## config.mk

```make
export PLATFORM = sky130hd
export DESIGN_NAME = tick_prescaler
export DESIGN_NICKNAME = d
export VERILOG_FILES = /design/src/rtl/tick_prescaler.sv
export SDC_FILE = /design/constraint.sdc
export NUM_CORES = 1
export LEC_CHECK = 0
export ABC_AREA = 1
export BUFFER_PORTS_ARGS = -buffer_cell sky130_fd_sc_hd__buf_2
export CORE_MARGIN = 2
export CORE_UTILIZATION = 56
export DETAILED_ROUTE_END_ITERATION = 6
export PLACE_DENSITY = 0.74
export SYNTH_ARGS = -nofsm -noshare
export SYNTH_HDL_FRONTEND = slang
export SYNTH_SLANG_ARGS = --single-unit
```

## constraint.sdc

```tcl
create_clock -name clk -period 1.6 [get_ports clk]
set_clock_uncertainty 0.15 [all_clocks]
set_input_delay 0.08 -clock clk [delete_from_list [all_inputs] [get_ports clk]]
set_output_delay 0.08 -clock clk [all_outputs]
set_load 0.01 [all_outputs]
```

## src/rtl/tick_prescaler.sv

```systemverilog
module tick_prescaler #(
  parameter int DIV_W = 16,
  parameter logic [DIV_W-1:0] FINE_RST = 16'd99,
  parameter logic [DIV_W-1:0] COARSE_RST = 16'd999
) (
  input  logic             clk,
  input  logic             rst,
  input  logic             boot_active,
  input  logic             wr_en,
  input  logic             wr_sel,
  input  logic [DIV_W-1:0] wr_data,
  output logic             fine_tick,
  output logic             coarse_tick
);

  logic [DIV_W-1:0] sh_f, sh_c, act_f, act_c, cnt_f, cnt_c;
  logic [DIV_W-1:0] sh_f_n, sh_c_n, act_f_n, act_c_n;
  logic             restart;

  assign sh_f_n  = (wr_en && !wr_sel) ? wr_data : sh_f;
  assign sh_c_n  = (wr_en &&  wr_sel) ? wr_data : sh_c;
  assign act_f_n = boot_active ? act_f : sh_f_n;
  assign act_c_n = boot_active ? act_c : sh_c_n;
  assign restart = (act_f_n != act_f) || (act_c_n != act_c);

  assign fine_tick   = !rst && (cnt_f == act_f);
  assign coarse_tick = fine_tick && (cnt_c == act_c);

  always_ff @(posedge clk) begin
    if (rst) begin
      sh_f  <= FINE_RST;
      sh_c  <= COARSE_RST;
      act_f <= FINE_RST;
      act_c <= COARSE_RST;
    end else begin
      sh_f  <= sh_f_n;
      sh_c  <= sh_c_n;
      act_f <= act_f_n;
      act_c <= act_c_n;
    end
  end

  always_ff @(posedge clk) begin
    if (rst || restart) begin
      cnt_f <= '0;
      cnt_c <= '0;
    end else if (fine_tick) begin
      cnt_f <= '0;
      cnt_c <= coarse_tick ? '0 : cnt_c + 1'b1;
    end else begin
      cnt_f <= cnt_f + 1'b1;
    end
  end

  AST_FINE_CNT_BOUND: assert property (@(posedge clk) disable iff (rst)
    !$past(rst) |-> (cnt_f <= act_f));
  AST_COARSE_CNT_BOUND: assert property (@(posedge clk) disable iff (rst)
    !$past(rst) |-> (cnt_c <= act_c));
  AST_BACK_TO_BACK_ZERO: assert property (@(posedge clk) disable iff (rst)
    (!$past(rst) && $past(fine_tick) && fine_tick) |-> (act_f == '0));
  AST_BOOT_FREEZE: assert property (@(posedge clk) disable iff (rst)
    (!$past(rst) && $past(boot_active)) |-> ($stable(act_f) && $stable(act_c)));
  AST_RESTART_ON_CHANGE: assert property (@(posedge clk) disable iff (rst)
    (!$past(rst) && (!$stable(act_f) || !$stable(act_c))) |-> (cnt_f == '0 && cnt_c == '0));
  AST_QUIET_IN_RESET: assert property (@(posedge clk)
    rst |-> (!fine_tick && !coarse_tick));

endmodule

```

# Yosys cells after proc, flatten, opt, wreduce, memory -nomap -nowiden
# Index checks and enable logic that the tools add are counted.
[totals]
regBits = 96
inputBits = 21
[op_classes]
reduce_logical = 9
n_eq_ne = 4
n_addsub = 2
mux = 5
[op_table]
columns = ["op", "n"]
rows = [
  ["16-bit 2-to-1 mux", 5],
  ["16-bit by 1-bit adder with 16-bit output (second input constant)", 2],
  ["16-bit equality test", 2],
  ["16-bit inequality test", 2],
  ["1-bit logical AND", 4],
  ["1-bit zero test", 2],
  ["1-bit logical OR", 2],
  ["2-bit OR reduction", 1],
]

# Longest topological paths before layout
# Gate-level depths: netlist (run 1).
[logic_depth]
depth_word = 8
ltp_mapped = 16

# Least setup slack after synthesis (run 1)
# OpenSTA, ideal clock, no wires.
[synth_timing]
path_type = "register -> register"
start = "reg cnt_f[10]"
end = "reg cnt_c[10]"
slack_ns = -0.181
n_path_buf = 2
path_stages_with_launch = 12
period_less_slack_ns = 1.781
arrival_ns = 1.567
cell_sequence = "dfxtp_1 > clkbuf_1 > xnor2_1 > nand3_1 > nor2_1 > nand3_1 > inv_2 > clkbuf_1 > nand3_1 > nand2_1 > inv_1 > nor2_1"
[synth_between]
elab_chain_cells = 4
[synth_lines]
columns = ["element", "line", "rtl"]
rows = [
  ["from (decl)", "16", "logic [DIV_W-1:0] sh_f, sh_c, act_f, act_c, cnt_f, cnt_c;"],
  ["from (signal assigned)", "51", "cnt_f <= cnt_f + 1'b1;"],
  ["16-bit equality test *", "26", "assign fine_tick = !rst && (cnt_f == act_f);"],
  ["1-bit logical AND *", "26", ""],
  ["via fine_tick", "12", "output logic fine_tick,"],
  ["1-bit logical AND", "27", "assign coarse_tick = fine_tick && (cnt_c == act_c);"],
  ["16-bit 2-to-1 mux", "49", "cnt_c <= coarse_tick ? '0 : cnt_c + 1'b1;"],
  ["to (signal assigned)", "49", ""],
  ["to (decl)", "16", ""],
]
# Mark *: on every way through the listed nets, which the timed path passes. The rest lies on a longest branch.
# A chain may end at the register's enable or synchronous reset.

# Worst setup path in the final report (run 1)
[layout_timing]
start = "reg act_c[10]"
end = "out coarse_tick"
[layout_between]
elab_chain_cells = 2
[layout_lines]
columns = ["element", "line", "rtl"]
rows = [
  ["from (decl)", "16", ""],
  ["from (signal assigned)", "39", "act_c <= act_c_n;"],
  ["16-bit equality test", "27", ""],
  ["1-bit logical AND", "27", ""],
  ["to (decl)", "13", "output logic coarse_tick"],
]
# Every way passes these cells.

==> out/results.ini, run 1 <==
[global_routing]
grt_overflow=0
grt_max_degree=45
antenna_found_initial=0
track_usage_pct=30.8
grt_pass1_vias=5193
grt_pass1_wl_um=24800

[critical_path]
cp.arrival_ns=1.81
crit_slowest_cell=dfxtp_1
cp_max_fo=5
r2r_start=act_c[10]
critPathCaptureType=output pin
r2r_cells=11
r2r-end=cnt_c[4]
r2r_slack_ns=-0.31
crit_path_start_kind=flip-flop
cp_slowest_stage_delay_ns=0.45
path_cells=xnor2_1 > nand4_1 > nor3_2 > nand2_1 > buf_6 > nor2_4 > buf_2
crit_type=reg -> out
crit_buf_inv=2
path_delay_family=simple AND/OR/NAND/NOR gates
cp.required_ns=1.37

[outcome]
violations=negative setup slack
status=finished with violations

[die]
die_area_um2=10100
die_w_um=100
start_util_pct=56.9
rows=35
ios=23
fp.dieH_um=100
core_area_um2=9150

[min_path]
hold_path_end=act_c[11]
hold_path.class=in -> reg
hold_start=wr_data[11]
holdPathStages=5

[yosys]
ys_warn_count=0
synth_top_area_cell=dfxtp_1
synthFlopType=dfxtp_1
synth-edff-count=0
synth_nets=786
yosysSeqAreaShare_pct=36.9
netlist_area_um2=5210
yosysTopAreaCellShare_pct=36.9
synth_cells=763
postSynthAreaPerCell_um2=6.83
async_flop_share_pct=0
synth.distinct_cells=34
yosys-top-cells-area=dfxtp_1 (37%), nand2_1 (13%), nand3_1 (9.7%)
ys_seq_elements=96

[pwr]
p_leak_nw=3.20
p_clk_share_pct=37.5
p_sw_w=0.00152
p_sw_share_pct=27.1
power_w=0.00561
ir_drop_mv=0.530
power.density_nw_per_um2=775
p_comb_share_pct=16.9
p_int_w=0.00409
seqPwrFrac_pct=45.6

[route]
ant_nets=0
drc=0
first_iter_violations=394
vias=5731
drt-total-wl_um=16300
routedWlPerCell_um=15.8
drtPass1Iterations=5
vias_per_cell=5.55

[placed_design]
gp_congestion=0.932
hpwlAfterDp_um=10000
port_buffers=22
dpl_cell_area_um2=6330

[clock_network]
cts-root-buf=clkbuf_8
clk_latency_ns=0.37
cts_tree=built
clk_pin_slew_ns=0.11
cts_buffers=9
cts_buffer_depth=2
h-tree-depth=3
clkSinkCount=96

[layout]
drive_gt1_share_pct=30.0
fillCellCount=586
syn_to_final_growth_pct=39.0
nNetsFinal=941
antennaDiodeCount=0
fin_area_um2=7240

[timing]
fin_crit_sh_pct=127
tightest_slew_ns=0.367
setup_viol=34
fin_crit_ns=2.04
maxSlewHeadroom_pct=75.3
hold_violations=0
slew_viol_final=0
rsz0062_at_grt=true
max_freq_mhz=490
worst_slack_ns=-0.439

[flow_run]
cap_violations=0

cells by family (layout without fill, tap and decap cells):
group | count (synthesis) | in the layout | synth area share (%)
buffers and inverters | 130 | 288 | 10.9
XOR/XNOR | 44 | 44 | 7.40
AND/OR/NAND/NOR | 428 | 429 | 36.3
adder cells (fa/ha/maj) | 2 | 2 | 0.480
flip-flops | 96 | 96 | 36.9
AO/OA/AOI/OAI | 63 | 63 | 8.07
power by group through the flow:
stage	clock network [W]	registers (W)	logic [W]
after detailed placement	0	0.00260	0.000798
after global placement	0	0.00260	0.000773
after CTS	0.00209	0.00255	0.000864
after global routing	0.00220	0.00257	0.00102
after floorplan	0	0.00258	0.000515
final	0.00210	0.00256	0.000950
flip-flops by register name, indices dropped and copies added, names as in the netlist:
name   flops
act_c     16
cnt_c     16
act_f     16
sh_f      16
cnt_f     16
sh_c      16
area by class of cell:
type,count,area (um^2),area share (%)
Clock buffer,9,124,1.71
Clock inverter,6,138,1.90
Inverter,92,358,4.94
Multi-Input combinational cell,538,3040,41.9
Sequential cell,96,1950,27.0
Tap cell,111,139,1.92
Timing Repair Buffer,181,1490,20.6
worst reg2reg max path, cell delays in order (launching register included):
cell and delay (ns):
dfxtp_1 0.45, xnor2_1 0.16, nand4_1 0.12, nor3_2 0.19, nand2_1 0.14, buf_6 0.16
buf_6 0.12, buf_6 0.11, nand3_1 0.07, nand2_1 0.05, inv_1 0.05, nor2_1 0.03
synth_stat cells, types with 9 or more instances:
library cell	number
a211oi_1	20
dfxtp_1	96
nand4_1	33
clkbuf_1	19
nor2_1	97
nand2_1	177
o211ai_1	12
nor3_1	9
xnor2_1	21
a21oi_1	17
nand3_1	101
xor2_1	23
inv_1	89
what timing repair did:
| action | 4_1_cts | 5_1_grt |
|---|---|---|
| setup endpoints to repair | 34 | 35 |
| hold buffers | 24 | 0 |
| hold endpoints to repair | 25 | 0 |
| pin swaps | 4 | 18 |
| cloned | 1 | 1 |
| gates resized for setup | 22 | 76 |
| setup buffers | 4 | 8 |
worst max path at each step:
stage	from	end	cells past startpoint
after floorplan	wr_sel	cnt_f[7]	16
after global placement	wr_sel	cnt_f[0]	12
after detailed placement	wr_sel	cnt_f[13]	12
after CTS	act_f[1]	coarse_tick	10
after global routing	cnt_c[1]	coarse_tick	8
final	act_c[10]	coarse_tick	7
through the flow:
step | setup TNS [ns] | cells | utilization [%] | worst slack, ns | hold WS [ns]
after floorplan | -0.0982 | 763 | - | -0.00983 | 0.0550
after global placement | -11.46 | 981 | 69.2 | -0.384 | 0.228
after detailed placement | -13.81 | 981 | 69.2 | -0.471 | 0.250
after CTS | -7.56 | 1025 | 75.8 | -0.399 | 0.000577
after global routing | -12.47 | 1033 | 79.1 | -0.484 | 0.0266
final | -8.72 | 1033 | 79.1 | -0.439 | 0.00468
metal layers:
metal	up-vias	share of wire, %	GRT usage, %
met2	269	47	49.2
met1	2633	43	42.5
met3	52	7.3	3.69
met4	0	3.1	12.1
li1	2777	-	-
met5	-	0	0
cells in the final DEF (no fill, tap or decap), types with 3 or more instances in the layout:
master         Yosys  final
nor3_2             0      3
dlygate4sd3_1      0     23
inv_2              2      5
buf_12             0      7
a21oi_1           17     16
bufinv_16          0      4
buf_2              5     21
inv_1             89     84
a211oi_1          20     20
nand3_1          101     84
o21ai_2            4      4
nand2_8            1      3
dfxtp_2            0     20
nand2_4            1      3
nor3_1             9      6
xor2_1            23     23
clkbuf_8           0      9
o211ai_1          12     12
buf_6              6      5
nor2_1            97     76
nor2_2             1     15
nand2_2            4     12
nand4_1           33     33
nand2_1          177    165
xnor2_1           21     19
nand3_2            0     17
nor2_4             1      8
buf_4              3    123
dfxtp_1           96     74
Note: power is estimated with default switching activity, not from simulation.
==> run 2, diff against run 1 <==
--- a/config.mk
+++ b/config.mk
@@ -8,9 +8,10 @@
 export ABC_AREA = 1
 export BUFFER_PORTS_ARGS = -buffer_cell sky130_fd_sc_hd__buf_2
 export CORE_MARGIN = 2
-export CORE_UTILIZATION = 56
+export CORE_UTILIZATION = 60
+export CTS_BUF_LIST = sky130_fd_sc_hd__clkbuf_16
 export DETAILED_ROUTE_END_ITERATION = 6
-export PLACE_DENSITY = 0.74
+export PLACE_DENSITY = 0.76
 export SYNTH_ARGS = -nofsm -noshare
 export SYNTH_HDL_FRONTEND = slang
 export SYNTH_SLANG_ARGS = --single-unit
==> constraint.sdc (replaced) <==
create_clock -name clk -period 2.25 [get_ports clk]
set_clock_uncertainty 0.15 [all_clocks]
set_input_delay 0.1125 -clock clk [delete_from_list [all_inputs] [get_ports clk]]
set_output_delay 0.1125 -clock clk [all_outputs]
set_load 0.01 [all_outputs]
==> run 2 against run 1 <==
Net effect:
- the run now ends clean
- critical path depth grew 3
- sequential power shrank 29%
- worst hold slack gained 0.019 ns
- design area shrank 21%
- flip-flop and latch count is the same
==> out/results.ini, run 2 (synthesized netlist as in run 1, its figures left out) <==
[outcome]
status=finished clean

[placed_design]
dpl_worst_slack_ns=0.0466  ; +0.517 ns
gp_congestion=0.882  ; -5.3%
dpl_cell_area_um2=5360  ; -15%
port_buffers=22  ; unchanged
hpwlAfterDp_um=9060  ; -9.7%

[flow_run]
cap_violations=0  ; unchanged

[clock_network]
h-tree-depth=3  ; unchanged
clk_latency_ns=0.34  ; -0.03 ns
clkSinkCount=96  ; unchanged
cts_buffers=9  ; unchanged
cts_tree=built
cts-root-buf=clkbuf_16
cts_buffer_depth=2  ; unchanged
clk_pin_slew_ns=0.07  ; -0.04 ns

[timing]
setup_viol=0  ; -100%
worst_slack_ns=0.115  ; +0.554 ns
hold_violations=0  ; unchanged
fin_crit_ns=2.14
maxSlewHeadroom_pct=69.6  ; -5.7 points
slew_viol_final=0  ; unchanged
hold_slack_ns=0.0236  ; +0.0189 ns
fin_crit_sh_pct=94.9
max_freq_mhz=468
tightest_slew_ns=0.455  ; +0.0883 ns

[critical_path]
critPathMostFrequentCell=nor2_1
path_delay_family=simple AND/OR/NAND/NOR gates
cp_max_fo=7  ; +2
r2r_slack_ns=0.25  ; +0.56 ns
cp.arrival_ns=1.87  ; +0.06 ns
path_cells=inv_1 > nand2_1 > nand2_1 > nor2_1 > o211ai_1 > nor2_1 > nand3_2 > buf_4 > nor2_1 > buf_2
crit_type=reg -> out
crit_slowest_cell=dfxtp_1
crit_buf_inv=3  ; +1
crit_path_start_kind=flip-flop
critPathCaptureType=output pin
cp_slowest_stage_delay_ns=0.35  ; -0.10 ns
cp.required_ns=1.99  ; +0.62 ns

[die]
fp.dieH_um=97.2  ; -3.3%
ios=23  ; unchanged
die_w_um=97.2  ; -3.3%
die_area_um2=9440  ; -6.4%
rows=33  ; -5.7%
core_area_um2=8300  ; -9.3%
start_util_pct=62.8  ; +5.9 points

[route]
drc=0  ; unchanged
drtPass1Iterations=5  ; unchanged
first_iter_violations=359  ; -8.9%
top_layer=met4
routedWlPerCell_um=14.4  ; -8.9%
dr_wl_met3_um=701  ; -41%
vias=4957  ; -14%
vias_per_cell=5.56  ; +0.17%
dr_wl_met2_um=5700  ; -25%
drt-total-wl_um=12800  ; -21%
drt-met1-wl_um=6200  ; -11%
ant_nets=0  ; unchanged

[pwr]
p_sw_w=0.000996  ; -35%
p_comb_share_pct=12.8  ; -4.1 points
p_int_w=0.00267  ; -35%
power_w=0.00367  ; -35%
seqPwrFrac_pct=49.5  ; +3.9 points
p_clk_share_pct=37.7  ; +0.2 points
ir_drop_mv=0.435  ; -18%
power.density_nw_per_um2=638  ; -18%
p_sw_share_pct=27.1  ; about the same
p_leak_nw=2.49  ; -22%

[min_path]
hold_path.class=in -> reg

[global_routing]
grt_overflow=0  ; unchanged
antenna_found_initial=0  ; unchanged
grt_pass1_wl_um=21600  ; -13%
track_usage_pct=27.7  ; -3.1 points
grt_pass1_vias=4604  ; -11%
grt_max_degree=77  ; +71%

[layout]
final_cell_mix=nand2_1 (176), nand3_1 (100), nor2_1 (97)
syn_to_final_growth_pct=10.5
antennaDiodeCount=0  ; unchanged
drive_gt1_share_pct=8.89  ; -21 points
fillCellCount=716  ; +22%
nNetsFinal=806  ; -14%
final_core_util_pct=69.3  ; -9.8 points
fin_area_um2=5750  ; -21%
final_common_cell=nand2_1

[run 2: cell types whose count changed in the layout (fill, tap and decap cells not counted), sizes merged]
cell / delta
buf: -121
bufinv: -4
clkbuf: -1
clkinv: +2
clkinvlp: +3
dlygate4sd3: -11
dlymetal6s4s: -1
inv: -1
nand3: -1
[run 2: repair_timing]
| item | 4_1_cts | 5_1_grt |
|---|---|---|
| gates resized for setup | 1 | 3 |
| endpoints found under the setup margin | 1 | 4 |
| buffers inserted | 0 | 0 |
| hold buffers | 12 | 0 |
| gates cloned | 0 | 0 |
| endpoints found under the hold margin | 16 | 0 |
[run 2: final timing paths]
kind	endpoint	from	cells past startpoint
worst min-delay path	sh_c[6]	wr_data[6]	3
worst max register to register	cnt_f[14]	cnt_f[0]	9
worst min register to register	sh_f[13]	sh_f[13]	2
worst max-delay path	coarse_tick	act_f[0]	10
[run 2: power groups by stage]
stage               clock network [W]  registers, W  logic, W
floorplan                           0       0.00184  0.000344
global placement                    0       0.00185  0.000429
detailed placement                  0       0.00185  0.000444
CTS                           0.00140       0.00181  0.000463
global route                  0.00147       0.00182  0.000528
finish                        0.00139       0.00182  0.000469
[run 2: through the flow]
stage,std cells,setup TNS (ns)
2_1_floorplan,763,0
3_3_place_gp,865,0
3_5_place_dp,865,0
4_1_cts,892,0
5_1_grt,892,-0.00779
6_report,892,0
[run 2: area by class of cell]
cell class	count	area, um^2	area share, %
multi-input combinational	537	2730	47.5
sequential	96	1920	33.4
timing repair buffer	47	353	6.13
inverter	92	353	6.13
clock buffer	9	225	3.91
tap	105	131	2.28
clock inverter	6	38.8	0.674
[run 2: routing by layer]
metal  GRT usage, %  up-vias
met5              0        -
met4           9.10        0
met3           4.46       23
met2           43.1      162
met1           39.3     2264
li1               -     2508
[run 2: worst register-to-register path: cells and delay by family (launching register included)]
kind / cells / cell delay (ns)
buf+inv: 1 / 0.05
simple gates: 6 / 0.92
xor+xnor: 1 / 0.16
fa+ha+maj: 1 / 0.23
flops: 1 / 0.43
==> run 3, diff against run 2 <==
--- a/config.mk
+++ b/config.mk
@@ -7,6 +7,8 @@
 export LEC_CHECK = 0
 export ABC_AREA = 1
 export BUFFER_PORTS_ARGS = -buffer_cell sky130_fd_sc_hd__buf_2
+export CAP_MARGIN = 25
+export CORE_ASPECT_RATIO = 0.5
 export CORE_MARGIN = 2
 export CORE_UTILIZATION = 60
 export CTS_BUF_LIST = sky130_fd_sc_hd__clkbuf_16
==> run 3 against run 2 <==
Net effect:
- sequential power barely moved
- largest cell class unchanged
- wire length down 5.8%
- global-route usage fell by 1.2 points
==> out/results.ini, run 3 (synthesized netlist as in run 1, its figures left out) <==
[route]
first_iter_violations=384  ; +7.0%
drt-total-wl_um=12100  ; -5.8%
routedWlPerCell_um=13.4  ; -7.2%
drtPass1Iterations=6  ; +1
ant_nets=0  ; unchanged
vias_per_cell=5.34  ; -3.9%
drc=0  ; unchanged
vias=4832  ; -2.5%

[critical_path]
crit_path_start_kind=flip-flop
path_cells=inv_1 > nand2_1 > nand2_1 > nor2_2 > o211ai_1 > nor2_1 > nand3_1 > buf_6 > inv_4 > buf_2
critPathMostFrequentCell=nand2_1
critPathCaptureType=output pin
cp.arrival_ns=1.81  ; -0.06 ns
crit_type=reg -> out
cp_max_fo=16  ; +9
cp.required_ns=1.99  ; about the same
cp_slowest_stage_delay_ns=0.32  ; -0.03 ns
r2r_start=act_f[1]
crit_slowest_cell=dfxtp_1
cp-startpoint=act_f[1]

[placed_design]
gp_congestion=0.891  ; +1.0%
port_buffers=22  ; unchanged
hpwlAfterDp_um=8170  ; -9.7%

[die]
die_area_um2=9490  ; +0.48%
ios=23  ; unchanged
die_w_um=136  ; +40%
fp.dieH_um=69.9  ; -28%
rows=23  ; -30%
start_util_pct=63.5  ; +0.75 points
core_area_um2=8200  ; -1.2%

[layout]
fillCellCount=733  ; +2.4%
syn_to_final_growth_pct=11.6
final_common_cell=nand2_1
antennaDiodeCount=0  ; unchanged
drive_gt1_share_pct=9.58  ; +0.69 points
final_cell_mix=nand2_1 (176), nand3_1 (101), nor2_1 (96)
nNetsFinal=814  ; +0.99%

[timing]
hold_violations=0  ; unchanged
tightest_slew_ns=0.352  ; -0.104 ns
slew_viol_final=0  ; unchanged
setup_viol=0  ; unchanged
max_freq_mhz=483  ; +3.0%
maxSlewHeadroom_pct=76.4  ; +6.7 points
rsz0062_at_grt=false
fin_setup_tns_ns=0  ; unchanged
fin_crit_sh_pct=92.1  ; -2.8 points
fin_crit_ns=2.07  ; -0.0629 ns

[pwr]
power_w=0.00360  ; -1.8%
ir_drop_mv=0.412  ; -5.1%
power.density_nw_per_um2=620  ; -2.8%
p_leak_nw=2.53  ; +1.4%

[outcome]
status=finished clean

[clock_network]
clk_latency_ns=0.35  ; about the same
h-tree-depth=3  ; unchanged
cts_buffers=9  ; unchanged
clkSinkCount=96  ; unchanged
cts_buffer_depth=2  ; unchanged
clk_pin_slew_ns=0.06  ; about the same
cts_tree=built
cts-root-buf=clkbuf_16

[global_routing]
grt_pass1_vias=4189  ; -9.0%
track_usage_pct=26.6  ; -1.2 points
antenna_found_initial=0  ; unchanged
grt_overflow=0  ; unchanged
grt_pass1_wl_um=20000  ; -7.3%
grt_max_degree=77  ; unchanged

[flow_run]
cap_violations=0  ; unchanged

[min_path]
hold_start=wr_data[9]
hold_path.class=in -> reg

## run 3: cell count changes in the layout (fill, tap and decap cells not counted), moves of 2 or more
cell           change
dfxtp_2            +4
dfxtp_1            -4
dlygate4sd3_1      +3
clkinvlp_4         -2
buf_4              +3
## run 3: repair_timing
item,in CTS,in global routing
gates cloned,0,0
endpoints found under the setup margin,2,1
endpoints found under the hold margin,23,0
pin swaps,0,2
resized for setup,2,7
setup buffers,0,7
hold buffers,15,0
## run 3: power breakdown
part           internal, W  switching (W)  leakage, nW  total [W]
clock             0.000718       0.000607        0.127    0.00132
combinational     0.000174       0.000291         1.62   0.000466
sequential         0.00177      0.0000449        0.787    0.00181
total              0.00266       0.000943         2.53    0.00360
## run 3: layout make-up
cell class / count / area, um^2 / area share (%)
Clock buffer: 9 / 225 / 3.87
Clock inverter: 4 / 18.8 / 0.323
Inverter: 92 / 353 / 6.07
Multi-Input combinational cell: 537 / 2730 / 46.9
Sequential cell: 96 / 1930 / 33.1
Tap cell: 112 / 140 / 2.41
Timing Repair Buffer: 55 / 424 / 7.30
## run 3: per-layer routing
| metal | GRT usage [%] | part of all wire (%) | vias up |
|---|---|---|---|
| met3 | 6.54 | 4.3 | 23 |
| met2 | 39.5 | 43 | 98 |
| met5 | 0 | 0 | - |
| li1 | - | - | 2526 |
| met4 | 8.10 | 2.0 | 0 |
| met1 | 38.0 | 51 | 2185 |
## run 3: path summary, 6_finish.rpt
path | depth (start not counted) | end | slack (ns)
setup reg to reg | 14 | cnt_c[1] | 0.35
setup / recovery | 10 | fine_tick | 0.18
hold / removal | 5 | sh_f[9] | 0.04
hold reg to reg | 1 | cnt_f[0] | 0.30
## run 3: through the flow
stage | util [%] | std cells | hold WS (ns) | setup slack (ns) | instance area, um^2
6_report | 70.9 | 905 | 0.0408 | 0.177 | 5810
5_1_grt | 70.9 | 905 | 0.0658 | 0.0184 | 5810
4_1_cts | 70.2 | 899 | 0.0355 | 0.00699 | 5760
3_5_place_dp | 65.3 | 871 | 0.231 | 0.0771 | 5360
3_3_place_gp | 65.3 | 871 | 0.232 | 0.117 | 5360
2_1_floorplan | - | 763 | 0.0875 | 0.469 | 5210
## run 3: worst max-delay path: cells and delay by family, from the launching register on
| family | cells | cell delay, ns |
|---|---|---|
| buffers and inverters | 4 | 0.58 |
| and+or+nand+nor | 5 | 0.47 |
| AOI/OAI and AO/OA | 1 | 0.09 |
| DFF | 1 | 0.32 |
